==> src/rtl/qbp_pkg.sv <==
package qbp_pkg;

  // Strobes passed from the timing control to the pin datapath
  typedef struct packed {
    logic capture;   // state boundary: copy latch into shadow, decide pulses
    logic pulseOn;   // strong pullup window is open
  } qbpStrobe_t;

endpackage

==> src/rtl/qbp_ctrl.sv <==
module qbp_ctrl #(
  parameter int PULSE_LEN = 2
) (
  input  logic                clk,
  input  logic                rstN,
  input  logic                stateStart,
  output qbp_pkg::qbpStrobe_t strobes
);
  localparam int CNT_W = $clog2(PULSE_LEN + 1);

  logic [CNT_W-1:0] pulseCnt;

  // Counts down the pulse window. Every state boundary restarts it.
  always_ff @(posedge clk or negedge rstN) begin
    if (!rstN) begin
      pulseCnt <= '0;
    end else if (stateStart) begin
      pulseCnt <= CNT_W'(PULSE_LEN);
    end else if (pulseCnt != '0) begin
      pulseCnt <= pulseCnt - 1'b1;
    end
  end

  always_comb begin
    strobes.capture = stateStart;
    strobes.pulseOn = (pulseCnt != '0);
  end
endmodule

==> src/rtl/qbp_datapath.sv <==
module qbp_datapath #(
  parameter int PORT_W      = 8,
  parameter int SYNC_STAGES = 2
) (
  input  logic                clk,
  input  logic                rstN,
  input  qbp_pkg::qbpStrobe_t strobes,
  input  logic                wrEn,
  input  logic [PORT_W-1:0]   wrData,
  input  logic [PORT_W-1:0]   pinIn,
  output logic [PORT_W-1:0]   pullDownEn,
  output logic [PORT_W-1:0]   strongUpEn,
  output logic [PORT_W-1:0]   weakUpEn,
  output logic [PORT_W-1:0]   keeperEn,
  output logic [PORT_W-1:0]   readPin,
  output logic [PORT_W-1:0]   readLatch
);
  localparam logic [PORT_W-1:0] ALL_ONES = {PORT_W{1'b1}};

  logic [PORT_W-1:0] latchQ;
  logic [PORT_W-1:0] shadowQ;
  logic [PORT_W-1:0] pulseBits;
  logic [PORT_W-1:0] syncStage [SYNC_STAGES];

  // Port latch
  always_ff @(posedge clk or negedge rstN) begin
    if (!rstN)     latchQ <= ALL_ONES;
    else if (wrEn) latchQ <= wrData;
  end

  // One-state delayed copy of the latch, and rising-edge detection
  always_ff @(posedge clk or negedge rstN) begin
    if (!rstN) begin
      shadowQ   <= ALL_ONES;
      pulseBits <= '0;
    end else if (strobes.capture) begin
      shadowQ   <= latchQ;
      pulseBits <= latchQ & ~shadowQ;
    end
  end

  // Pin synchronizer chain
  genvar s;
  generate
    for (s = 0; s < SYNC_STAGES; s++) begin : gSync
      always_ff @(posedge clk or negedge rstN) begin
        if (!rstN) syncStage[s] <= ALL_ONES;
        else if (s == 0) syncStage[s] <= pinIn;
        else syncStage[s] <= syncStage[(s == 0) ? 0 : s-1];
      end
    end
  endgenerate

  always_comb begin
    pullDownEn = ~latchQ;
    weakUpEn   = latchQ;
    // A bit cleared during its window loses its pulse at once
    strongUpEn = pulseBits & latchQ & {PORT_W{strobes.pulseOn}};
    readPin    = syncStage[SYNC_STAGES-1];
    keeperEn   = syncStage[SYNC_STAGES-1];
    readLatch  = latchQ;
  end
endmodule

==> src/rtl/qbp_port.sv <==
module qbp_port #(
  parameter int PORT_W      = 8,
  parameter int SYNC_STAGES = 2,
  parameter int PULSE_LEN   = 2
) (
  input  logic              clk,
  input  logic              rstN,
  input  logic              stateStart,
  input  logic              wrEn,
  input  logic [PORT_W-1:0] wrData,
  input  logic [PORT_W-1:0] pinIn,
  output logic [PORT_W-1:0] pullDownEn,
  output logic [PORT_W-1:0] strongUpEn,
  output logic [PORT_W-1:0] weakUpEn,
  output logic [PORT_W-1:0] keeperEn,
  output logic [PORT_W-1:0] readPin,
  output logic [PORT_W-1:0] readLatch
);
  qbp_pkg::qbpStrobe_t strobes;

  qbp_ctrl #(.PULSE_LEN(PULSE_LEN)) uCtrl (
    .clk(clk), .rstN(rstN), .stateStart(stateStart), .strobes(strobes)
  );

  qbp_datapath #(.PORT_W(PORT_W), .SYNC_STAGES(SYNC_STAGES)) uDp (
    .clk(clk), .rstN(rstN), .strobes(strobes),
    .wrEn(wrEn), .wrData(wrData), .pinIn(pinIn),
    .pullDownEn(pullDownEn), .strongUpEn(strongUpEn), .weakUpEn(weakUpEn),
    .keeperEn(keeperEn), .readPin(readPin), .readLatch(readLatch)
  );
endmodule

==> config.mk <==
export PLATFORM = sky130hd
export DESIGN_NAME = qbp_port
export DESIGN_NICKNAME = d
export VERILOG_FILES = /design/src/rtl/qbp_pkg.sv /design/src/rtl/qbp_ctrl.sv /design/src/rtl/qbp_datapath.sv /design/src/rtl/qbp_port.sv
export SDC_FILE = /design/constraint.sdc
export NUM_CORES = 1
export LEC_CHECK = 0
export BUFFER_PORTS_ARGS = -buffer_cell sky130_fd_sc_hd__buf_4
export CAP_MARGIN = 20
export CORE_MARGIN = 4
export CORE_UTILIZATION = 47
export CTS_CLUSTER_SIZE = 16
export DETAILED_ROUTE_END_ITERATION = 12
export PLACE_DENSITY = 0.79
export SLEW_MARGIN = 20
export SYNTH_ARGS = -nofsm -noshare
export SYNTH_HDL_FRONTEND = slang
export SYNTH_SLANG_ARGS = --single-unit
==> constraint.sdc <==
create_clock -name clk -period 1.49 [get_ports clk]
set_input_delay 0.0745 -clock clk [delete_from_list [all_inputs] [get_ports clk]]
set_output_delay 0.0745 -clock clk [all_outputs]
set_load 0.05 [all_outputs]
==> flow_metrics.env, run 1 <==
export IMPL_status="complete, but fails checks"
export IMPL_violations="hold timing"
export IMPL_worst_path_max_delay_cell="dfrtp_1"
export IMPL_finalNetCount=228
export IMPL_yosysTopAreaCellShare_pct=48.9
export IMPL_finClkSkew_ns=0.00165
export IMPL_critPathKind="flop to primary output"
export IMPL_port_buffers=67
export IMPL_numClockSinks=42
export IMPL_final_setup_tns_ns=0
export IMPL_area_delta_synth_final_pct=44.7
export IMPL_vias=1180
export IMPL_place_inst=230
export IMPL_start_kind="flop"
export IMPL_syn_num_nets=165
export IMPL_netSwitchingFraction_pct=33.5
export IMPL_start_util_pct=50.0
export IMPL_rows=21
export IMPL_min_path_type="input pin to flop"
export IMPL_fin_area_um2=2490
export IMPL_dpl_cell_area_um2=2170
export IMPL_routed_via_density=4.65
export IMPL_clkTransAtPathRegs_ns=0.08
export IMPL_whs_ns=-0.000609
export IMPL_p_leak_nw=1.15
export IMPL_worst_pin_slew_ns=0.489
export IMPL_total_power_w=0.00340
export IMPL_ys_top_cells_by_count="32 x dfstp_2, 24 x buf_4, 19 x inv_1"
export IMPL_post_route_period_util_pct=96.6
export IMPL_clk_path_buf_depth=2
export IMPL_maxCapViolCount=0
export IMPL_syn_avg_cell_area_um2=11.9
export IMPL_stdcell_count=254
export IMPL_synth_ff_type="dfstp_2"
export IMPL_die_h_um=68.5
export IMPL_ir_worst_vdd_uv=893
export IMPL_wl_per_cell_um=13.9
export IMPL_grt_pass1_vias=1221
export IMPL_relSlewSlack_pct=67.4
export IMPL_path_cells="inv_1 > ha_4 > buf_8 > nor3_4 > buf_6"
export IMPL_min_period_ns=1.44
export IMPL_async_flop_share_pct=100
export IMPL_hold_viol=1
export IMPL_ant_nets=0
export IMPL_end_kind="primary output"
export IMPL_synth_top_cell_by_area="dfstp_2"
export IMPL_die_w_um=68.5
export IMPL_cts_max_level=2
export IMPL_antenna_cells=0
export IMPL_dp_hpwl_um=2410
export IMPL_drv_slew=0
export IMPL_core_um2=3440
export IMPL_cp_slowest_stage_delay_ns=0.34
export IMPL_yosysSeqAreaShare_pct=63.4
export IMPL_gr_usage_all_layers_pct=16.9
export IMPL_antenna_found_initial=0
export IMPL_root_buffer="clkbuf_8"
export IMPL_p_clk_share_pct=25.5
export IMPL_drcViolationCount=0
export IMPL_switchingPower_w=0.00114
export IMPL_drive_gt1_share_pct=61.5
export IMPL_wirelength_um=3540
export IMPL_yosysMostFrequentCell="dfstp_2"
export IMPL_insertion_delay_ns=0.29
export IMPL_power_density_nw_per_um2=1360
export IMPL_drtIter0Drc=52
export IMPL_setup_violations=0
export IMPL_tritoncts_num_buffers=5
export IMPL_worst_path_buf_inv=3
export IMPL_synth_cell_type_count=19
export IMPL_rsz0062_at_grt="yes"
export IMPL_critical_path_top_delay_family="buffers and inverters"
export IMPL_max_freq_ghz=0.694
export IMPL_syn_inst=144
export IMPL_seq_power_share_pct=40.7
export IMPL_worstPathMaxFanout=6
export IMPL_synthTopCellsByArea="dfstp_2 49%, dfrtp_1 15%, buf_4 10%, o21ai_0 4.7%, inv_1 4.1%"
export IMPL_synth_area_um2=1720
export IMPL_io_pins=68
export IMPL_dieArea_um2=4690
export IMPL_gp_congestion=0.690
export IMPL_ys_seq_elements=42
export IMPL_ys_warn_count=0
export IMPL_grt_pass1_wl_um=5710
export IMPL_worstPathRequired_ns=1.42
export IMPL_crit_arrival_ns=1.37
export IMPL_synth_edf_count=0
export IMPL_p_comb_share_pct=33.8
export IMPL_gr_total_overflow=0
export IMPL_p_int_w=0.00226
export IMPL_tritoncts="done"
export IMPL_grt_max_degree=43
export IMPL_dr_pass1_iters=4
-- worst paths after layout --
path / end / slack, ns / cells after the start / startpoint
worst max register to register: uCtrl.pulseCnt[0] / 0.27 / 6 / uCtrl.pulseCnt[1]
max in group asynchronous: uDp.readLatch[7] / 0.85 / 2 / rstN
worst min register to register: uDp.keeperEn[0] / 0.36 / 0 / uDp.syncStage[8]
worst max-delay path: strongUpEn[4] / 0.05 / 5 / uCtrl.pulseCnt[1]
worst min-delay path: uDp.readLatch[1] / -0.0006 / 3 / wrData[1]
min in group asynchronous: uCtrl.pulseCnt[0] / 0.29 / 2 / rstN
-- through the flow --
step	setup WS [ns]	util, %
final	0.0500	72.3
after global routing	-0.0241	72.3
after CTS	0.00496	70.7
after detailed placement	0.236	63.0
after global placement	0.273	63.0
after floorplan	-0.137	-
-- flip-flops by register name (all words and copies together) (netlist names) --
name	flops
uDp.syncStage	8
uDp.keeperEn	8
uCtrl.pulseCnt	2
uDp.shadowQ	8
uDp.pulseBits	8
uDp.readLatch	8
-- cell type report --
class	instances	area [µm²]
clock buffer	6	72.6
clock inverter	2	37.5
fill	240	953
inverter	19	71.3
multi-input combinational	54	443
sequential	42	1090
tap	46	57.6
timing repair buffer	85	716
-- cell families (layout without fill, tap and decap cells) --
kind of cell	Yosys count	in the layout	synth area share, %
adders and majority gates	1	1	0.727
buffers and inverters	48	112	16.8
muxes	7	7	4.80
AOI/OAI and AO/OA	18	18	5.46
and+or+nand+nor	27	27	8.29
xor gates and xnor gates	1	1	0.509
DFF	42	42	63.4
-- worst reg2reg max path, delay by kind of cell (launching register included) --
family / cells / cell delay, ns
buffers and inverters: 3 / 0.35
and+or+nand+nor: 1 / 0.06
adders and majority gates: 1 / 0.17
DFF: 1 / 0.37
xor gates and xnor gates: 1 / 0.15
-- layout by cell type, fill, tap and decap left out, types with 5 or more instances in the layout --
cell	netlist	final
buf_4	24	62
dfstp_2	32	32
inv_1	19	18
o21ai_0	16	16
dlygate4sd3_1	0	13
dfrtp_1	10	10
nand2_1	9	9
nor3_4	0	8
buf_6	2	8
nand3b_1	7	7
mux2_2	6	6
clkbuf_8	0	5
-- timing repair --
action	4_1_cts	5_1_grt
cloned	0	0
endpoints found under the hold margin	21	1
endpoints found under the setup margin	8	8
hold buffers	12	1
buffers inserted	1	2
pin swaps	0	5
gates resized for setup	8	7
-- power groups by stage --
stage | clock [W] | sequential, W | combinational [W]
CTS | 0.000892 | 0.00138 | 0.00106
global placement | 0 | 0.00139 | 0.000955
floorplan | 0 | 0.00146 | 0.000674
finish | 0.000865 | 0.00138 | 0.00115
global route | 0.000945 | 0.00140 | 0.00122
detailed placement | 0 | 0.00140 | 0.000974
-- metal layers --
metal | track usage, % | vias to the layer above | routed length, µm
met5 | 0 | - | 0
met4 | 5.96 | 0 | 35
met3 | 5.35 | 5 | 189
met2 | 31.0 | 33 | 2070
met1 | 18.2 | 587 | 1240
li1 | - | 555 | -
(Power assumes the default switching activity.)
==> inputs of run 2 (changes only) <==
- PLACE_DENSITY: 0.79 -> 0.76
==> run 2 against run 1 <==
Net effect: the run now ends clean; die area stayed put; fmax decreased by 0.34%; clock power is 23% lower; largest power group unchanged.
==> flow_metrics.env, run 2 (synthesis results as in run 1) <==
export IMPL_whs_ns=0.00728
export IMPL_insertion_delay_ns=0.28
export IMPL_min_period_ns=1.44
export IMPL_grt_max_degree=43
export IMPL_grt_pass1_vias=1133
export IMPL_rows=21
export IMPL_hold_viol=0
export IMPL_power_density_nw_per_um2=1290
export IMPL_crit_arrival_ns=1.37
export IMPL_worstSetupStartpoint="uCtrl.pulseCnt[0]"
export IMPL_start_kind="flop"
export IMPL_clkTransAtPathRegs_ns=0.07
export IMPL_drtIter0Drc=37
export IMPL_critPathKind="flop to primary output"
export IMPL_dp_hpwl_um=2360
export IMPL_gp_congestion=0.690
export IMPL_cts_max_level=2
export IMPL_worstPathMaxFanout=5
export IMPL_max_freq_ghz=0.692
export IMPL_worst_path_max_delay_cell="dfrtp_1"
export IMPL_drive_gt1_share_pct=60.2
export IMPL_r2r_start="uCtrl.pulseCnt[0]"
export IMPL_cp_slowest_stage_delay_ns=0.36
export IMPL_place_inst=230
export IMPL_worst_pin_slew_ns=0.514
export IMPL_numClockSinks=42
export IMPL_worstPathRequired_ns=1.42
export IMPL_min_path_type="input pin to flop"
export IMPL_finClkSkew_ns=0.00270
export IMPL_final_cell_mix="62 x buf_4, 32 x dfstp_2, 19 x inv_1"
export IMPL_maxCapViolCount=0
export IMPL_ant_nets=0
export IMPL_core_um2=3440
export IMPL_dr_pass1_iters=4
export IMPL_relSlewSlack_pct=65.7
export IMPL_start_util_pct=50.0
export IMPL_gr_total_overflow=0
export IMPL_p_leak_nw=1.12
export IMPL_tritoncts_num_buffers=5
export IMPL_end_kind="primary output"
export IMPL_setup_violations=0
export IMPL_rsz0062_at_grt="yes"
export IMPL_routed_via_density=4.61
export IMPL_root_buffer="clkbuf_8"
export IMPL_drcViolationCount=0
export IMPL_ir_worst_vdd_uv=877
export IMPL_tritoncts="done"
export IMPL_die_w_um=68.5
export IMPL_crit_path_frequent_cell="buf_6"
export IMPL_finalNetCount=226
export IMPL_area_delta_synth_final_pct=40.7
export IMPL_path_cells="inv_1 > ha_2 > buf_6 > nor3_4 > buf_6"
export IMPL_antenna_cells=0
export IMPL_drv_slew=0
export IMPL_vias=1162
export IMPL_port_buffers=67
export IMPL_antenna_found_initial=0
export IMPL_dieArea_um2=4690
export IMPL_wl_per_cell_um=13.6
export IMPL_gr_usage_all_layers_pct=15.7
export IMPL_final_common_cell="buf_4"
export IMPL_status="complete, no violations"
export IMPL_wirelength_um=3430
export IMPL_min_delay_start="wrData[4]"
export IMPL_utilization_pct=70.3
export IMPL_post_route_period_util_pct=97.0
export IMPL_grt_pass1_wl_um=5260
export IMPL_stdcell_count=252
export IMPL_die_h_um=68.5
export IMPL_io_pins=68
export IMPL_clk_path_buf_depth=2
run 2: changes by cell type in the layout (fill, tap and decap cells not counted), sizes merged:
cell         delta
buf             -1
bufinv          -1
dlygate4sd3     -1
clkbuf          +2
clkinvlp        -1
run 2: power by group:
part	switching, W	internal, W	leakage (nW)
logic	0.000681	0.000391	0.616
clock network	0.000331	0.000332	0.0395
registers	0.0000658	0.00132	0.463
run 2: path summary, 6_finish.rpt:
check | end | cells after the start | slack, ns
setup / recovery | strongUpEn[0] | 5 | 0.05
hold / removal | uDp.readLatch[4] | 3 | 0.007
setup reg to reg | uCtrl.pulseCnt[1] | 5 | 0.34
hold reg to reg | uDp.keeperEn[4] | 0 | 0.36
max in group asynchronous | uDp.syncStage[15] | 2 | 0.82
min in group asynchronous | uDp.pulseBits[2] | 2 | 0.30
run 2: area by class of cell:
| class | instances | area, µm² |
|---|---|---|
| timing repair buffer | 83 | 687 |
| clock buffer | 8 | 80.1 |
| multi-input combinational | 54 | 433 |
| sequential | 42 | 1090 |
| inverter | 19 | 71.3 |
| tap | 46 | 57.6 |
| fill | 243 | 1020 |
run 2: what timing repair did:
action / CTS / global route
setup endpoints to repair: 7 / 8
gates resized for setup: 6 / 4
pin swaps: 0 / 3
buffers inserted: 1 / 1
hold buffers: 12 / 0
hold endpoints to repair: 21 / 0
gates cloned: 0 / 0
run 2: per-layer routing:
metal / vias to the layer above / track usage (%) / routed length [µm]
met5: - / 0 / 0
met4: 0 / 8.44 / 91
met3: 10 / 4.05 / 190
met2: 32 / 27.3 / 1940
met1: 564 / 17.5 / 1220
li1: 556 / - / -
run 2: metrics by stage:
step	instance area (µm²)	total power [W]	worst slack, ns	TNS [ns]
floorplan	1810	0.00213	-0.137	-0.772
global placement	2170	0.00235	0.271	0
detailed placement	2170	0.00238	0.230	0
CTS	2400	0.00311	0.0260	0
global route	2420	0.00326	-0.0208	-0.0234
finish	2420	0.00312	0.0451	0
run 2: worst max-delay path: cells and delay by family (launching register included):
kind | cells | cell delay [ns]
simple gates | 1 | 0.16
fa+ha+maj | 1 | 0.19
buf+inv | 3 | 0.38
flops | 1 | 0.36
==> inputs of run 3 (changes only) <==
--- a/config.mk
+++ b/config.mk
@@ -11,3 +11,3 @@
 export CORE_UTILIZATION = 47
-export CTS_CLUSTER_SIZE = 16
+export CTS_CLUSTER_SIZE = 20
 export DETAILED_ROUTE_END_ITERATION = 12
==> constraint.sdc (replaced) <==
create_clock -name clk -period 1.49 [get_ports clk]
set_input_delay 0.3725 -clock clk [delete_from_list [all_inputs] [get_ports clk]]
set_output_delay 0.3725 -clock clk [all_outputs]
set_load 0.05 [all_outputs]
==> run 3 against run 2 <==
Net effect: the flow now finishes with violations (setup timing); non-clock buffer count shrank 1; clock skew grew 0.0030 ns; global-route usage grew 2.5 points; worst hold slack gained 0.032 ns; register-to-register slack lost 0.20 ns; sequential share of layout area shrank 3.1 points; core utilization grew 5.2 points; design area grew 7.3%; largest cell class unchanged; via count grew 4.0%; clock power grew 36%; critical path depth is the same; worst setup slack lost 0.28 ns.
==> flow_metrics.env, run 3 (synthesis results as in run 1) <==
export IMPL_status="complete, but fails checks"
export IMPL_violations="setup timing"
export IMPL_worst_pin_slew_ns=0.508
export IMPL_drv_slew=0
export IMPL_power_density_nw_per_um2=1380
export IMPL_place_inst=234
export IMPL_dp_hpwl_um=2570
export IMPL_start_util_pct=50.0
export IMPL_setup_ws_ns=-0.239
export IMPL_worst_path_max_delay_cell="dfrtp_1"
export IMPL_dpl_cell_area_um2=2200
export IMPL_root_buffer="clkbuf_8"
export IMPL_ir_worst_vdd_uv=985
export IMPL_drcViolationCount=0
export IMPL_min_period_ns=1.73
export IMPL_gp_congestion=0.690
export IMPL_hold_viol=0
export IMPL_post_route_period_util_pct=116
export IMPL_relSlewSlack_pct=66.1
export IMPL_core_um2=3440
export IMPL_dieArea_um2=4690
export IMPL_grt_max_degree=43
export IMPL_area_delta_synth_final_pct=51.0
export IMPL_crit_path_frequent_cell="buf_6"
export IMPL_clkTransAtPathRegs_ns=0.08
export IMPL_crit_arrival_ns=1.36
export IMPL_antenna_found_initial=0
export IMPL_total_power_w=0.00358
export IMPL_insertion_delay_ns=0.29
export IMPL_min_path_type="input pin to asynchronous set/reset pin"
export IMPL_clk_path_buf_depth=2
export IMPL_antenna_cells=0
export IMPL_p_leak_nw=1.20
export IMPL_worstPathRequired_ns=1.12
export IMPL_end_kind="primary output"
export IMPL_cts_max_level=2
export IMPL_finClkSkew_ns=0.00570
export IMPL_numClockSinks=42
export IMPL_max_freq_ghz=0.578
export IMPL_cp_slowest_stage_delay_ns=0.40
export IMPL_grt_pass1_wl_um=6020
export IMPL_gr_usage_all_layers_pct=18.2
export IMPL_stdcell_count=251
export IMPL_maxCapViolCount=0
export IMPL_vias=1208
export IMPL_routed_via_density=4.81
export IMPL_wl_per_cell_um=15.9
export IMPL_utilization_pct=75.5
export IMPL_rsz0062_at_grt="yes"
export IMPL_grt_pass1_vias=1227
export IMPL_die_w_um=68.5
export IMPL_port_buffers=67
export IMPL_dr_pass1_iters=4
export IMPL_setup_violations=13
export IMPL_rows=21
export IMPL_io_pins=68
export IMPL_wirelength_um=3990
export IMPL_ant_nets=0
export IMPL_final_common_cell="buf_4"
export IMPL_start_kind="flop"
export IMPL_die_h_um=68.5
export IMPL_fin_area_um2=2600
export IMPL_finalNetCount=225
export IMPL_drive_gt1_share_pct=71.2
export IMPL_gr_total_overflow=0
export IMPL_worstPathMaxFanout=4
export IMPL_pre_cts_ws_ns=-0.0324
export IMPL_final_cell_mix="41 x buf_4, 32 x dfstp_2, 27 x buf_6"
export IMPL_tritoncts_num_buffers=5
export IMPL_drtIter0Drc=29
export IMPL_path_cells="inv_2 > ha_4 > buf_6 > nor3_4 > buf_6"
export IMPL_critPathKind="flop to primary output"
export IMPL_tritoncts="done"
[run 3: cell count changes in the layout (fill, tap and decap cells not counted), sizes merged]
cell         change
inv              +1
clkinv           +1
buf             +11
bufinv           +1
dlygate4sd3     -12
clkbuf           -3
[run 3: through the flow]
step           hold WS, ns  TNS, ns
2_1_floorplan       0.0769    -3.16
3_3_place_gp         0.345  -0.0346
3_5_place_dp         0.348   -0.141
4_1_cts             0.0564    -1.70
5_1_grt             0.0770    -2.55
6_report            0.0388    -1.84
[run 3: area by class of cell]
class                   instances  area, µm²
clock buffers                   5       68.8
clock inverters                 3       43.8
multi-input cells              54        443
well taps                      46       57.6
inverters                      19       71.3
flip-flops and latches         42       1090
fillers                       220        845
repair buffers                 82        822
[run 3: worst paths after layout]
check	from	end	slack, ns	cells after the start
worst min register to register	uDp.syncStage[10]	uDp.keeperEn[2]	0.36	0
min in group clk	pinIn[6]	uDp.syncStage[14]	0.18	1
worst max register to register	uCtrl.pulseCnt[0]	uCtrl.pulseCnt[1]	0.14	6
worst min-delay path	rstN	uCtrl.pulseCnt[0]	0.04	1
max in group asynchronous	rstN	uDp.readLatch[1]	1.07	1
worst max-delay path	uCtrl.pulseCnt[0]	strongUpEn[2]	-0.24	5
[run 3: per-layer routing]
metal,wire [µm],global-route usage [%],vias to the layer above
met2,2330,31.9,49
met4,48,6.70,0
li1,-,-,550
met1,1380,20.7,603
met5,0,0,-
met3,234,5.51,6
[run 3: timing repair]
action                                  4_1_cts  5_1_grt
buffers inserted                              7        2
hold buffers                                  0        0
pin swaps                                     8        0
gates resized for setup                      37       28
endpoints found under the setup margin       17       28
endpoints found under the hold margin         0        0
[run 3: power breakdown]
part / internal [W] / total, W / switching, W
clock: 0.000502 / 0.000901 / 0.000400
combinational: 0.000530 / 0.00129 / 0.000762
sequential: 0.00131 / 0.00139 / 0.0000707
[run 3: critical path: cells and delay by family, from the launching register on]
family                   cells  cell delay (ns)
buffers and inverters        3             0.38
flip-flops                   1             0.40
AND/OR/NAND/NOR              1             0.11
adder cells (fa/ha/maj)      1             0.18
